$ cat src/rtl/txq_pkg.sv
package txq_pkg;
  localparam int ADDR_W = 8;
  localparam int REG_W  = 16;

  // register map
  localparam logic [ADDR_W-1:0] A_CMD  = 8'h00;
  localparam logic [ADDR_W-1:0] A_BUSY = 8'h04;
  localparam logic [ADDR_W-1:0] A_DESC = 8'h10;
  localparam int DESC_STRIDE = 4;

  // field positions
  localparam int CMD_FILL_BIT = 12;
  localparam int CMD_SLOT_LSB = 13;
  localparam int DESC_EN_BIT  = 15;

  typedef enum logic [0:0] {SEL_IDLE, SEL_SEND} send_st_e;
endpackage

$ cat src/rtl/txq_regs.sv
module txq_regs
  import txq_pkg::*;
#(
  parameter int SLOTS      = 8,
  parameter int SLOT_BYTES = 64,
  parameter int BUS_BYTES  = 4,
  localparam int IDX_W  = $clog2(SLOTS),
  localparam int WPS    = SLOT_BYTES / BUS_BYTES,
  localparam int WPTR_W = $clog2(WPS) + 1,
  localparam int RA_W   = $clog2(SLOTS * WPS),
  localparam int LEN_W  = $clog2(SLOT_BYTES) + 1
) (
  input  logic                        clk,
  input  logic                        rst_n,
  input  logic                        reg_we,
  input  logic [ADDR_W-1:0]           reg_addr,
  input  logic [REG_W-1:0]            reg_wdata,
  input  logic                        fill_valid,
  output logic                        fill_ready,
  output logic                        ram_we,
  output logic [RA_W-1:0]             ram_waddr,
  input  logic                        rel_en,
  input  logic [IDX_W-1:0]            rel_idx,
  output logic [SLOTS-1:0]            busy,
  output logic [SLOTS-1:0]            desc_en,
  output logic [SLOTS-1:0][LEN_W-1:0] desc_len
);
  logic              cmd_wr;
  logic              fill_open;
  logic [IDX_W-1:0]  fill_slot;
  logic [WPTR_W-1:0] fill_ptr;
  logic              unused_wbits;

  assign unused_wbits = ^reg_wdata;
  assign cmd_wr     = reg_we && (reg_addr == A_CMD);
  assign fill_ready = fill_open && (fill_ptr < WPTR_W'(WPS));
  assign ram_we     = fill_valid && fill_ready;
  assign ram_waddr  = RA_W'(fill_slot) * RA_W'(WPS) + RA_W'(fill_ptr);

  // fill window: the command opens or closes it, accepted words advance it
  always_ff @(posedge clk or negedge rst_n) begin
    if (!rst_n) begin
      fill_open <= 1'b0;
      fill_slot <= '0;
      fill_ptr  <= '0;
    end else if (cmd_wr) begin
      fill_open <= reg_wdata[CMD_FILL_BIT];
      fill_slot <= reg_wdata[CMD_SLOT_LSB +: IDX_W];
      fill_ptr  <= '0;
    end else if (ram_we) begin
      fill_ptr <= fill_ptr + WPTR_W'(1);
    end
  end

  // per-slot busy bit and descriptor
  for (genvar n = 0; n < SLOTS; n++) begin : g_slot
    localparam logic [ADDR_W-1:0] MY_DESC = A_DESC + ADDR_W'(n * DESC_STRIDE);
    logic             busy_q, en_q;
    logic [LEN_W-1:0] len_q;
    logic             set_hit, desc_hit, rel_hit;

    assign set_hit  = reg_we && (reg_addr == A_BUSY) && reg_wdata[n];
    assign desc_hit = reg_we && (reg_addr == MY_DESC);
    assign rel_hit  = rel_en && (rel_idx == IDX_W'(n));

    always_ff @(posedge clk or negedge rst_n) begin
      if (!rst_n) begin
        busy_q <= 1'b0;
        en_q   <= 1'b0;
        len_q  <= '0;
      end else begin
        if (set_hit)      busy_q <= 1'b1;
        else if (rel_hit) busy_q <= 1'b0;
        if (desc_hit) begin
          en_q  <= reg_wdata[DESC_EN_BIT];
          len_q <= reg_wdata[LEN_W-1:0];
        end else if (rel_hit) begin
          en_q <= 1'b0;
        end
      end
    end

    assign busy[n]     = busy_q;
    assign desc_en[n]  = en_q;
    assign desc_len[n] = len_q;
  end
endmodule

$ cat src/rtl/txq_ram.sv
module txq_ram #(
  parameter int WORDS = 128,
  parameter int WIDTH = 32,
  localparam int AW = $clog2(WORDS)
) (
  input  logic             clk,
  input  logic             we,
  input  logic [AW-1:0]    waddr,
  input  logic [WIDTH-1:0] wdata,
  input  logic [AW-1:0]    raddr,
  output logic [WIDTH-1:0] rdata
);
  logic [WIDTH-1:0] mem [WORDS];

  always_ff @(posedge clk) begin
    if (we) mem[waddr] <= wdata;
  end

  assign rdata = mem[raddr];
endmodule

$ cat src/rtl/txq_sched.sv
module txq_sched
  import txq_pkg::*;
#(
  parameter int SLOTS      = 8,
  parameter int SLOT_BYTES = 64,
  parameter int BUS_BYTES  = 4,
  localparam int IDX_W  = $clog2(SLOTS),
  localparam int WPS    = SLOT_BYTES / BUS_BYTES,
  localparam int RA_W   = $clog2(SLOTS * WPS),
  localparam int LEN_W  = $clog2(SLOT_BYTES) + 1,
  localparam int BCNT_W = $clog2(SLOT_BYTES),
  localparam int BB_W   = $clog2(BUS_BYTES)
) (
  input  logic                        clk,
  input  logic                        rst_n,
  input  logic [SLOTS-1:0]            busy,
  input  logic [SLOTS-1:0]            desc_en,
  input  logic [SLOTS-1:0][LEN_W-1:0] desc_len,
  output logic [RA_W-1:0]             ram_raddr,
  input  logic [8*BUS_BYTES-1:0]      ram_rdata,
  output logic                        tx_valid,
  input  logic                        tx_ready,
  output logic [7:0]                  tx_data,
  output logic                        tx_last,
  output logic                        rel_en,
  output logic [IDX_W-1:0]            rel_idx
);
  send_st_e          st;
  logic [IDX_W-1:0]  head, cur, pick_idx, cand;
  logic              pick_found;
  logic [LEN_W-1:0]  len_q, eff_len;
  logic [BCNT_W-1:0] cnt;
  logic [SLOTS-1:0]  ready_vec;

  assign ready_vec = busy & desc_en;

  // circular search from head; lowest offset wins
  always_comb begin
    pick_found = 1'b0;
    pick_idx   = '0;
    cand       = '0;
    for (int k = SLOTS - 1; k >= 0; k--) begin
      cand = head + IDX_W'(k);
      if (ready_vec[cand]) begin
        pick_found = 1'b1;
        pick_idx   = cand;
      end
    end
  end

  assign eff_len = (desc_len[pick_idx] > LEN_W'(SLOT_BYTES)) ? LEN_W'(SLOT_BYTES)
                                                             : desc_len[pick_idx];

  assign tx_valid  = (st == SEL_SEND);
  assign ram_raddr = RA_W'(cur) * RA_W'(WPS) + RA_W'(cnt >> BB_W);
  assign tx_data   = ram_rdata[{cnt[BB_W-1:0], 3'b000} +: 8];
  assign tx_last   = (LEN_W'(cnt) + LEN_W'(1)) == len_q;

  assign rel_en  = ((st == SEL_IDLE) && pick_found && (eff_len == '0)) ||
                   ((st == SEL_SEND) && tx_ready && tx_last);
  assign rel_idx = (st == SEL_SEND) ? cur : pick_idx;

  always_ff @(posedge clk or negedge rst_n) begin
    if (!rst_n) begin
      st    <= SEL_IDLE;
      head  <= '0;
      cur   <= '0;
      len_q <= '0;
      cnt   <= '0;
    end else begin
      case (st)
        SEL_IDLE: begin
          if (pick_found) begin
            head <= pick_idx + IDX_W'(1);
            if (eff_len != '0) begin
              st    <= SEL_SEND;
              cur   <= pick_idx;
              len_q <= eff_len;
              cnt   <= '0;
            end
          end
        end
        SEL_SEND: begin
          if (tx_ready) begin
            if (tx_last) st <= SEL_IDLE;
            else         cnt <= cnt + BCNT_W'(1);
          end
        end
        default: st <= SEL_IDLE;
      endcase
    end
  end
endmodule

$ cat src/rtl/txq_engine.sv
module txq_engine
  import txq_pkg::*;
#(
  parameter int SLOTS      = 8,
  parameter int SLOT_BYTES = 64,
  parameter int BUS_BYTES  = 4,
  localparam int IDX_W = $clog2(SLOTS),
  localparam int WPS   = SLOT_BYTES / BUS_BYTES,
  localparam int RA_W  = $clog2(SLOTS * WPS),
  localparam int LEN_W = $clog2(SLOT_BYTES) + 1
) (
  input  logic                   clk,
  input  logic                   rst_n,
  input  logic                   reg_we,
  input  logic [ADDR_W-1:0]      reg_addr,
  input  logic [REG_W-1:0]       reg_wdata,
  input  logic                   fill_valid,
  output logic                   fill_ready,
  input  logic [8*BUS_BYTES-1:0] fill_data,
  output logic                   tx_valid,
  input  logic                   tx_ready,
  output logic [7:0]             tx_data,
  output logic                   tx_last,
  output logic [SLOTS-1:0]       busy_map
);
  logic                        ram_we;
  logic [RA_W-1:0]             ram_waddr, ram_raddr;
  logic [8*BUS_BYTES-1:0]      ram_rdata;
  logic                        rel_en;
  logic [IDX_W-1:0]            rel_idx;
  logic [SLOTS-1:0]            desc_en;
  logic [SLOTS-1:0][LEN_W-1:0] desc_len;

  txq_regs #(.SLOTS(SLOTS), .SLOT_BYTES(SLOT_BYTES), .BUS_BYTES(BUS_BYTES)) u_regs (
    .clk(clk), .rst_n(rst_n),
    .reg_we(reg_we), .reg_addr(reg_addr), .reg_wdata(reg_wdata),
    .fill_valid(fill_valid), .fill_ready(fill_ready),
    .ram_we(ram_we), .ram_waddr(ram_waddr),
    .rel_en(rel_en), .rel_idx(rel_idx),
    .busy(busy_map), .desc_en(desc_en), .desc_len(desc_len)
  );

  txq_ram #(.WORDS(SLOTS * WPS), .WIDTH(8 * BUS_BYTES)) u_ram (
    .clk(clk), .we(ram_we), .waddr(ram_waddr), .wdata(fill_data),
    .raddr(ram_raddr), .rdata(ram_rdata)
  );

  txq_sched #(.SLOTS(SLOTS), .SLOT_BYTES(SLOT_BYTES), .BUS_BYTES(BUS_BYTES)) u_sched (
    .clk(clk), .rst_n(rst_n),
    .busy(busy_map), .desc_en(desc_en), .desc_len(desc_len),
    .ram_raddr(ram_raddr), .ram_rdata(ram_rdata),
    .tx_valid(tx_valid), .tx_ready(tx_ready), .tx_data(tx_data), .tx_last(tx_last),
    .rel_en(rel_en), .rel_idx(rel_idx)
  );
endmodule

$ cat config.mk
export PLATFORM = sky130hd
export DESIGN_NAME = txq_engine
export DESIGN_NICKNAME = d
export VERILOG_FILES = /design/src/rtl/txq_pkg.sv /design/src/rtl/txq_regs.sv /design/src/rtl/txq_ram.sv /design/src/rtl/txq_sched.sv /design/src/rtl/txq_engine.sv
export SDC_FILE = /design/constraint.sdc
export NUM_CORES = 2
export LEC_CHECK = 0
export BUFFER_PORTS_ARGS = -buffer_cell sky130_fd_sc_hd__buf_2
export CORE_ASPECT_RATIO = 0.8
export CORE_UTILIZATION = 45
export CTS_BUF_LIST = sky130_fd_sc_hd__clkbuf_4 sky130_fd_sc_hd__clkbuf_8
export DETAILED_ROUTE_END_ITERATION = 16
export HOLD_SLACK_MARGIN = 0.1
export MAX_ROUTING_LAYER = met4
export PLACE_DENSITY_LB_ADDON = 0.12
export SYNTH_ARGS = -nofsm -noshare
export SYNTH_HDL_FRONTEND = slang
export SYNTH_SLANG_ARGS = --single-unit
export TNS_END_PERCENT = 1
$ cat constraint.sdc
create_clock -name clk -period 5.5 [get_ports clk]
set_input_delay 1.1 -clock clk [delete_from_list [all_inputs] [get_ports clk]]
set_output_delay 1.1 -clock clk [all_outputs]
set_load 0.005 [all_outputs]
==> impl_metrics.py <==
metrics = {
    "die": {
        "rows": 196,
        "initial_core_util_pct": 45.39,
        "die_h_um": 539.1,
        "die-area_um2": 363000,
        "core_um2": 357600,
        "fp.dieW_um": 673.4,
        "io_pins": 80,
    },
    "status": {
        "outcome": "finished, violations left",
        "violations": "setup timing",
    },
    "sta": {
        "maxSlewViolCount": 0,
        "hold_violations": 0,
        "period_share_pct": 113.8,
        "setup_viol": 8,
        "setup_tns_ns": -5.700,
        "fmax_mhz": 159.8,
        "worst_pin_slew_ns": 1.298,
        "maxSlewHeadroom_pct": 13.47,
        "fin_worst_skew_ns": 0.06230,
        "rsz0062_at_grt": "yes",
        "post-route-min-period_ns": 6.257,
        "setup_slack_ns": -0.7571,
        "hold_ws_ns": 0.2415,
    },
    "global_route": {
        "grt_overflow": 0,
        "grt_start_max_net_pins": 129,
        "grt_usage_pct": 25.34,
        "antenna_found_initial": 62,
        "grt_pass1_wl_um": 620000,
        "grt_pass1_vias": 78090,
    },
    "setup_path": {
        "r2r-start": "u_sched.head[0]",
        "setup.worst_path.start_class": "flip-flop",
        "cp-end-kind": "output port",
        "r2r_end": "u_regs.g_slot[0].en_q",
        "worstPathArrival_ns": 5.16,
        "worst-setup-path-type": "flip-flop to output port",
        "critPathMaxFanout": 11,
        "ff2ff_setup_slack_ns": 0.29,
        "r2r_cells": 15,
        "worst_ep_required_time_ns": 4.40,
    },
    "logic_synthesis": {
        "synth_nets": 6672,
        "synthCells": 6604,
        "synthFlopType": "edfxtp_1",
        "synthesis.area_um2": 162300,
        "ys_warn_count": 0,
        "synth-seq-area-share_pct": 77.35,
        "synth_edf_count": 4096,
        "ys_ff_latch": 4197,
        "synth_cell_types": 80,
        "postSynth.asyncResetShare_pct": 2.406,
        "avgSynthCellArea_um2": 24.57,
    },
    "pwr": {
        "cellPowerDensity_nw_per_um2": 412.3,
        "cellLeakagePower_uw": 0.05666,
        "vdd.ir_drop.worst_mv": 0.2629,
    },
    "min_path": {
        "min_to": "u_regs.g_slot[0].busy_q",
        "min-delay-start": "reg_wdata[0]",
        "hold_class": "input port to flip-flop",
        "hold_depth": 3,
    },
    "layout": {
        "ff_latch_area_um2": 125600,
        "final_common_cell": "edfxtp_1",
        "final_cell_mix": "4096 x edfxtp_1, 1376 x mux4_2, 663 x clkbuf_8",
        "post-route-util_pct": 51.89,
        "nFillCells": 27800,
        "area_delta_synth_final_pct": 14.33,
        "fin_area_um2": 185500,
        "layoutNonFillerInstCount": 12650,
        "drive_gt1_share_pct": 39.32,
        "layout.nets": 7466,
        "multi_input_comb_area_um2": 36290,
    },
    "route": {
        "viasPerCell": 6.144,
        "drtIter0Drc": 9543,
        "vias": 77740,
        "wire_per_inst_um": 35.46,
        "firstDrtPassIters": 5,
        "finalWirelength_um": 448600,
        "ant_nets": 0,
        "drc": 0,
    },
    "clocking": {
        "cts_sinks": 4197,
        "clockBufferDepth": 4,
        "cts_max_level": 6,
        "cts_buffers": 648,
        "clkLatencyLatePin_ns": 1.20,
        "cts_tree": "done",
        "clk_pin_slew_ns": 0.06,
        "clockRootBuffer": "clkbuf_8",
    },
    "placement": {
        "dpl.hpwl_um": 256500,
        "io_buffers": 75,
        "placed_cell_area_um2": 172300,
        "dp_cells": 11470,
        "gp_congestion": 0.8775,
    },
    "job": {
        "drv_cap": 0,
    },
}
## per-layer routing
layer  up-vias  global-route usage, %  wire length, µm
met5         -                      -                0
met4         0                  5.767             9704
met3       588                  4.966            39200
met2      3522                  35.96           200900
met1     43140                  38.28           198800
li1      30490                      -                -
## how the worst max path moves through the flow
stage                          startpoint                      end  slack (ns)  cells past startpoint
after floorplan           u_sched.head[0]         u_sched.len_q[4]        0.64                     19
after global placement    u_sched.head[0]  u_regs.g_slot[0].busy_q        0.28                     16
after detailed placement  u_sched.head[0]  u_regs.g_slot[0].busy_q        0.26                     16
after CTS                  u_sched.cnt[2]               tx_data[3]       -0.91                     11
after global routing       u_sched.cnt[2]               tx_data[6]       -0.80                     10
final                      u_sched.cnt[2]               tx_data[6]       -0.76                     10
## synthesized netlist by cell type (11+ instances only)
cell | count | area, µm²
buf_1 | 94 | 352.8
buf_4 | 14 | 105.1
clkbuf_1 | 239 | 897.1
dfrtp_1 | 101 | 2527
edfxtp_1 | 4096 | 123000
mux2_2 | 82 | 923.4
mux2i_1 | 27 | 270.3
mux4_2 | 1376 | 30990
nand2_1 | 93 | 349.1
nand3_1 | 31 | 155.2
nor2_1 | 172 | 645.6
nor2b_1 | 14 | 87.58
nor3_1 | 11 | 55.05
o21ai_0 | 31 | 155.2
## report_power, final
part | switching, µW | internal [µW] | total (µW) | leakage (µW)
registers | 330 | 35200 | 35500 | 0.0382
clock network | 12100 | 13000 | 25100 | 0.00644
logic | 8470 | 7410 | 15900 | 0.0121
## repair_timing
| action | in CTS | in global routing |
|---|---|---|
| cloned | 8 | 6 |
| hold buffers | 7 | 0 |
| resized for setup | 41 | 14 |
| setup endpoints to repair | 8 | 14 |
| hold endpoints to repair | 78 | 0 |
| buffers inserted | 16 | 1 |
## stage by stage
stage | worst slack, ns | total power (µW)
after floorplan | 0.6441 | 45890
after global placement | 0.2778 | 51350
after detailed placement | 0.2640 | 51450
after CTS | -0.9084 | 77030
after global routing | -0.8039 | 79070
final | -0.7571 | 76490
## state kept, by name, summed over array words and instances (netlist names), 3 cells and up
register and count:
u_sched.len_q 7, u_sched.head 3, u_regs.g_slot.len_q 56, u_sched.cnt 6
u_regs.g_slot.busy_q 8, u_sched.cur 3, u_regs.g_slot.en_q 8, u_ram.mem 4096
u_regs.fill_ptr 5, u_regs.fill_slot 3
## kinds of logic after synthesis
family | count (synthesis) | share of synthesized area (%)
adder cells (fa/ha/maj) | 7 | 0.05397
XOR/XNOR | 21 | 0.1226
flip-flops | 4197 | 77.35
buffers and inverters | 371 | 0.9221
multiplexers | 1487 | 19.85
AND/OR/NAND/NOR | 368 | 1.005
AO/OA/AOI/OAI | 153 | 0.6993
## worst max-delay path, stage by stage, from the launching register on
cell and delay, ns:
dfrtp_4 0.49, buf_12 0.16, buf_16 0.16, buf_12 0.17, buf_16 0.18, mux4_2 0.52
mux4_2 0.65, mux4_2 0.60, mux4_2 0.50, mux2_4 0.36, buf_6 0.14
## area by class of cell
class                   instances  share of cell area, %
clock inverters               233                 0.7385
well taps                    4752                  3.205
inverters                      13                0.02630
flip-flops and latches       4197                  67.67
diodes                         33                0.04451
multi-input cells            2036                  19.56
clock buffers                 887                  5.825
repair buffers                502                  2.928
No activity file was read; power rests on OpenSTA's default activity.
